$ cat config.mk
export PLATFORM = sky130hd
export DESIGN_NAME = operand_fwd_unit
export DESIGN_NICKNAME = d
export VERILOG_FILES = /design/src/rtl/opfwd_pkg.sv /design/src/rtl/stage_cmp.sv /design/src/rtl/opnd_pick.sv /design/src/rtl/carry_pick.sv /design/src/rtl/operand_fwd_unit.sv
export SDC_FILE = /design/constraint.sdc
export NUM_CORES = 1
export LEC_CHECK = 0
export BUFFER_PORTS_ARGS = -buffer_cell sky130_fd_sc_hd__buf_2
export CAP_MARGIN = 20
export CORE_AREA = 2 2 39 41
export DETAILED_ROUTE_END_ITERATION = 10
export DIE_AREA = 0 0 41 43
export PLACE_DENSITY = 0.88
export SLEW_MARGIN = 20
export SYNTH_ARGS = -nofsm -noshare
export SYNTH_HDL_FRONTEND = slang
export SYNTH_HIERARCHICAL = 1
export SYNTH_SLANG_ARGS = --single-unit
$ cat constraint.sdc
create_clock -name vclk -period 3.3
set_input_delay 0.66 -clock vclk [all_inputs]
set_output_delay 0.66 -clock vclk [all_outputs]
set_load 0.05 [all_outputs]
$ cat src/rtl/opfwd_pkg.sv
package opfwd_pkg;

  // Operand source codes; the datapath multiplexers decode these values.
  typedef enum logic [1:0] {
    SRC_REGFILE = 2'b00,
    SRC_RESULT  = 2'b01,
    SRC_WRBACK  = 2'b10
  } opnd_src_e;

  // Match outcome of one source against one producing stage.
  typedef struct packed {
    logic hit_main;
    logic hit_side;
  } stage_hit_t;

endpackage

$ cat src/rtl/stage_cmp.sv
module stage_cmp
  import opfwd_pkg::*;
#(
  parameter int REG_AW = 5
) (
  input  logic [REG_AW-1:0] src,
  input  logic              wr_en,
  input  logic [REG_AW-1:0] rd,
  input  logic              side_en,
  input  logic [REG_AW-1:0] side_rd,
  output stage_hit_t        hit
);

  logic src_live;

  // Register zero is hardwired and never a forwarding target.
  assign src_live = |src;

  always_comb begin
    hit.hit_main = src_live && wr_en   && (rd == src);
    hit.hit_side = src_live && side_en && (side_rd == src);
  end

endmodule

$ cat src/rtl/opnd_pick.sv
module opnd_pick
  import opfwd_pkg::*;
(
  input  stage_hit_t near_hit,
  input  stage_hit_t far_hit,
  output opnd_src_e  sel,
  output logic       side
);

  // Youngest stage first; inside a stage the named destination first.
  always_comb begin
    sel  = SRC_REGFILE;
    side = 1'b0;
    if (near_hit.hit_main) begin
      sel = SRC_RESULT;
    end else if (near_hit.hit_side) begin
      sel  = SRC_RESULT;
      side = 1'b1;
    end else if (far_hit.hit_main) begin
      sel = SRC_WRBACK;
    end else if (far_hit.hit_side) begin
      sel  = SRC_WRBACK;
      side = 1'b1;
    end
  end

  always_comb begin
    if (near_hit.hit_main || near_hit.hit_side)
      AST_NEAR_FIRST: assert (sel == SRC_RESULT) else $error("far stage chosen over near");
  end

endmodule

$ cat src/rtl/carry_pick.sv
module carry_pick
  import opfwd_pkg::*;
(
  input  logic      use_carry,
  input  logic      near_cy,
  input  logic      far_cy,
  output opnd_src_e sel
);

  always_comb begin
    sel = SRC_REGFILE;
    if (use_carry) begin
      if (near_cy)     sel = SRC_RESULT;
      else if (far_cy) sel = SRC_WRBACK;
    end
  end

endmodule

$ cat src/rtl/operand_fwd_unit.sv
module operand_fwd_unit
  import opfwd_pkg::*;
#(
  parameter int REG_AW   = 5,
  parameter int NUM_OPND = 2
) (
  input  logic [NUM_OPND-1:0][REG_AW-1:0] ex_src,
  input  logic                            ex_use_carry,
  input  logic                            rs_wr_en,
  input  logic [REG_AW-1:0]               rs_rd,
  input  logic                            rs_side_en,
  input  logic [REG_AW-1:0]               rs_side_rd,
  input  logic                            rs_carry_wr,
  input  logic                            wb_wr_en,
  input  logic [REG_AW-1:0]               wb_rd,
  input  logic                            wb_side_en,
  input  logic [REG_AW-1:0]               wb_side_rd,
  input  logic                            wb_carry_wr,
  output logic [NUM_OPND-1:0][1:0]        opnd_sel,
  output logic [NUM_OPND-1:0]             opnd_side,
  output logic [1:0]                      cy_sel
);

  localparam logic [REG_AW-1:0] REG_ZERO = '0;

  for (genvar g = 0; g < NUM_OPND; g++) begin : g_opnd
    stage_hit_t near_hit;
    stage_hit_t far_hit;
    opnd_src_e  pick_sel;
    logic       pick_side;

    stage_cmp #(.REG_AW(REG_AW)) i_near_cmp (
      .src     (ex_src[g]),
      .wr_en   (rs_wr_en),
      .rd      (rs_rd),
      .side_en (rs_side_en),
      .side_rd (rs_side_rd),
      .hit     (near_hit)
    );

    stage_cmp #(.REG_AW(REG_AW)) i_far_cmp (
      .src     (ex_src[g]),
      .wr_en   (wb_wr_en),
      .rd      (wb_rd),
      .side_en (wb_side_en),
      .side_rd (wb_side_rd),
      .hit     (far_hit)
    );

    opnd_pick i_pick (
      .near_hit (near_hit),
      .far_hit  (far_hit),
      .sel      (pick_sel),
      .side     (pick_side)
    );

    assign opnd_sel[g]  = pick_sel;
    assign opnd_side[g] = pick_side;

    always_comb begin
      AST_SEL_LEGAL: assert (opnd_sel[g] != 2'b11) else $error("illegal select code");
      if (opnd_sel[g] == 2'b00)
        AST_SIDE_IDLE: assert (!opnd_side[g]) else $error("side flag without a path");
      if (ex_src[g] == REG_ZERO)
        AST_ZERO_SRC: assert (opnd_sel[g] == 2'b00 && !opnd_side[g]) else $error("register zero forwarded");
      if (ex_src[g] != REG_ZERO && rs_wr_en && rs_rd == ex_src[g])
        AST_NEAR_MAIN: assert (opnd_sel[g] == 2'b01 && !opnd_side[g]) else $error("result-stage match lost");
      if (!rs_wr_en && !rs_side_en && !wb_wr_en && !wb_side_en)
        AST_NO_WRITER: assert (opnd_sel[g] == 2'b00) else $error("path chosen without a writer");
    end
  end

  opnd_src_e cy_pick;

  carry_pick i_carry (
    .use_carry (ex_use_carry),
    .near_cy   (rs_carry_wr),
    .far_cy    (wb_carry_wr),
    .sel       (cy_pick)
  );

  assign cy_sel = cy_pick;

  always_comb begin
    if (!ex_use_carry)
      AST_CY_QUIET: assert (cy_sel == 2'b00) else $error("carry forwarded while unused");
    if (ex_use_carry && rs_carry_wr)
      AST_CY_NEAR: assert (cy_sel == 2'b01) else $error("carry not from result stage");
  end

endmodule

== Word level (Yosys, flattened, before mapping) ==
Index checks and enable logic that the tools add are counted.
Word-level totals
  flip-flop bits (word level): 0
  logic and storage cells: 45
Operators by class
  mux-type cells: 19
  equality and inequality tests: 8
  reduce and logical (&&, ||, !) cells: 18
Operator list (number)
  5-bit == test: 8
  2-bit 2-to-1 mux: 11
  1-bit logical AND: 16
  5-bit OR reduction: 2
  1-bit 2-to-1 mux: 8

== Depth between registers and ports, before layout ==
  depth in word-level cells: 7
  gate-level depth with buffers: 6
  gate-level depth less buffers: 5

== Hierarchy ==
Netlist, hierarchy kept.
By module, submodules not included
  stage_cmp: instances 4, cells an instance 16, seq. area each 0.0 µm², area each 123.9 µm²
  opnd_pick: instances 2, cells an instance 6, seq. area each 0.0 µm², area each 33.8 µm²
  carry_pick: instances 1, cells an instance 2, seq. area each 0.0 µm², area each 16.3 µm²
  operand_fwd_unit: instances 1, cells an instance 2, seq. area each 0.0 µm², area each 15.0 µm²

== Worst setup path after synthesis ==
No wires, ideal clock.
  kind: input to output
  start: in ex_src[1] (netlist bit)
  end: out opnd_sel[1] (netlist bit)
  data arrival time: 2.152 ns
  path slack: 0.488 ns
  cell stages on the path: 5
  cell sequence: or4_1 > nor2_1 > nor4_1 > or2_4 > nor2_2
RTL lines
  start: declaration: RTL line operand_fwd_unit.sv:7  | input logic [NUM_OPND-1:0][REG_AW-1:0] ex_src,
  end: declaration: RTL line operand_fwd_unit.sv:19  | output logic [NUM_OPND-1:0][1:0] opnd_sel,

==> metrics.cfg <==
[grt]
grt_pass1_vias = 685
overflow = 0
grt_max_degree = 7
grt.total_usage = 0.197
antenna_found_initial = 0
grt_pass1_wl_um = 2590

[logic_synthesis]
synth_common_cells = xnor2_1 (24), xor2_1 (16), nand4_1 (8), nor4_1 (8), nor2_1 (6)
syn_nets = 117
synth_top_area_frac = 0.354
synth_xor_area_frac = 0.589
syn-instance-count = 80
synth_compound_area_frac = 0.0168
yosysMostFrequentCell = xnor2_1
synth_area_sq_um = 594
synth_top_family_by_area = XOR/XNOR gates
synth_area_per_cell_sq_um = 7.43
synth_simple_gate_area_share = 0.356
yosysWarningCount = 6
muxShareOfSynthArea = 0
synth.area.top_cells = xnor2_1 (35%), xor2_1 (24%), nand4_1 (8.4%)
synth-adder-area-share = 0
yosysSeqAreaShare = 0
yosysTopAreaCell = xnor2_1
synthDistinctLibCells = 14

[pwr]
clock_power_share = 0
p_int_mw = 0.0506
power.density_mw_per_mm2 = 134
p_comb_frac = 1.000
p_leak_nw = 0.365
p_sw_mw = 0.0599
swShare = 0.542
ir_worst_vdd_uv = 54.5
seq_power_share = 0

[detailed_routing]
viasPerCell = 5.17
drt-total-wl_um = 1630
drt-initial-drc-count = 5
drc = 0
wl_per_cell_um = 11.7
vias = 719
ant_nets = 0
drtPass1Iterations = 4

[final_layout]
final_nets = 162
final.fill_count = 143
layout.cells.non_filler = 139
design_area_sq_um = 825
drive_above_1_share = 0.407
seq_cells = 0
final_util = 0.596
antenna_cells = 0
areaGrowthSynthToFinish_pct = 38.7
seq_area_sq_um = 0
clkbuf_count = 0
multi_input_area_sq_um = 572

[outcome]
status = complete, no violations

[clock_tree]
holdBufCountCts = 0
cts_setup_buffers = 0
cts_resized = 0

[floorplanning]
die_h_um = 43
dieArea_sq_mm = 0.00176
fp.coreArea_sq_mm = 0.00138
start_util = 0.429
io_pins = 45
die_x_um = 41
row_count = 14

[placed_design]
gp_congestion = 0.758
dp_hpwl_um = 1450
dpl.cell_count = 139
placed_cell_area_sq_um = 825
port_buffers = 45

[critical_path]
crit_start = ex_src[6]
critPathKind = primary input to primary output
arrival_ns = 2.20
cp_data_required_time_ns = 2.64
crit_fanout = 6
crit_path_start_kind = primary input
critPathCaptureType = primary output

[worst_hold_path]
min_to = cy_sel[1]
hp-start = wb_carry_wr
hp-class = primary input to primary output
hold-path-cell-count = 3

[flow_run]
timing.max_cap.violations = 0

[timing]
fmax_mhz = 350
tightest_slew_ns = 0.392
final.min_clock_period_ns = 2.86
hold_violations = 0
final_max_slew_viol_count = 0
relSlewSlack = 0.737
whs_ns = 1.75
fin_tns_setup_ns = 0
rsz0062_at_grt = no
finalCritPeriodShare = 0.866
setup-violations-final = 0

-- worst max-delay path: stages --
cell,delay [ns]
buf_2,0.15
or4_1,0.53
nor2_1,0.14
nor4_1,0.09
or2_4,0.26
nor2_2,0.10
buf_2,0.26
-- layout by cell type (no fill, tap or decap) --
cell type,n
a21oi_1,2
or2_4,2
nand4_1,8
xor2_1,16
and3b_1,1
nor4_1,8
xnor2_1,24
nand2b_1,2
or4_1,4
nor2_1,6
buf_2,45
inv_1,2
and2_2,1
nor2_2,2
-- kinds of logic (layout without fill, tap and decap cells) --
group                  count (synthesis)  count (layout)
AO/OA/AOI/OAI                          2               2
XOR/XNOR                              40              40
buffers and inverters                  4              47
AND/OR/NAND/NOR                       34              34
-- power by group through the flow --
| stage | logic, mW | clock network (mW) | registers (mW) |
|---|---|---|---|
| after floorplan | 0.0622 | 0 | 0 |
| after global placement | 0.108 | 0 | 0 |
| after detailed placement | 0.111 | 0 | 0 |
| after CTS | 0.111 | 0 | 0 |
| after global routing | 0.121 | 0 | 0 |
| final | 0.110 | 0 | 0 |
-- layer usage --
| metal | up-vias | GRT usage | routed length, um |
|---|---|---|---|
| li1 | 368 | - | - |
| met1 | 319 | 0.218 | 658 |
| met2 | 32 | 0.394 | 846 |
| met3 | 0 | 0.00524 | 123 |
| met4 | 0 | 0.00667 | 0 |
| met5 | - | 0 | 0 |
-- through the flow --
step,power [mW],worst slack [ns]
after CTS,0.111,0.437
after global routing,0.121,0.365
after floorplan,0.0622,0.488
after global placement,0.108,0.472
after detailed placement,0.111,0.442
final,0.110,0.443
-- cell type report --
class / count / area share
Inverter: 2 / 0.00910
Tap cell: 16 / 0.0243
Timing Repair Buffer: 45 / 0.273
Multi-Input combinational cell: 76 / 0.693
-- how the worst max path moves through the flow --
| stage | endpoint | slack, ns | cells after the start |
|---|---|---|---|
| after global routing | opnd_sel[3] | 0.36 | 7 |
| after detailed placement | opnd_sel[3] | 0.44 | 7 |
| after global placement | opnd_sel[3] | 0.47 | 7 |
| after CTS | opnd_sel[3] | 0.44 | 7 |
| final | opnd_sel[3] | 0.44 | 7 |
| after floorplan | opnd_sel[1] | 0.49 | 5 |
(Power assumes the default switching activity.)
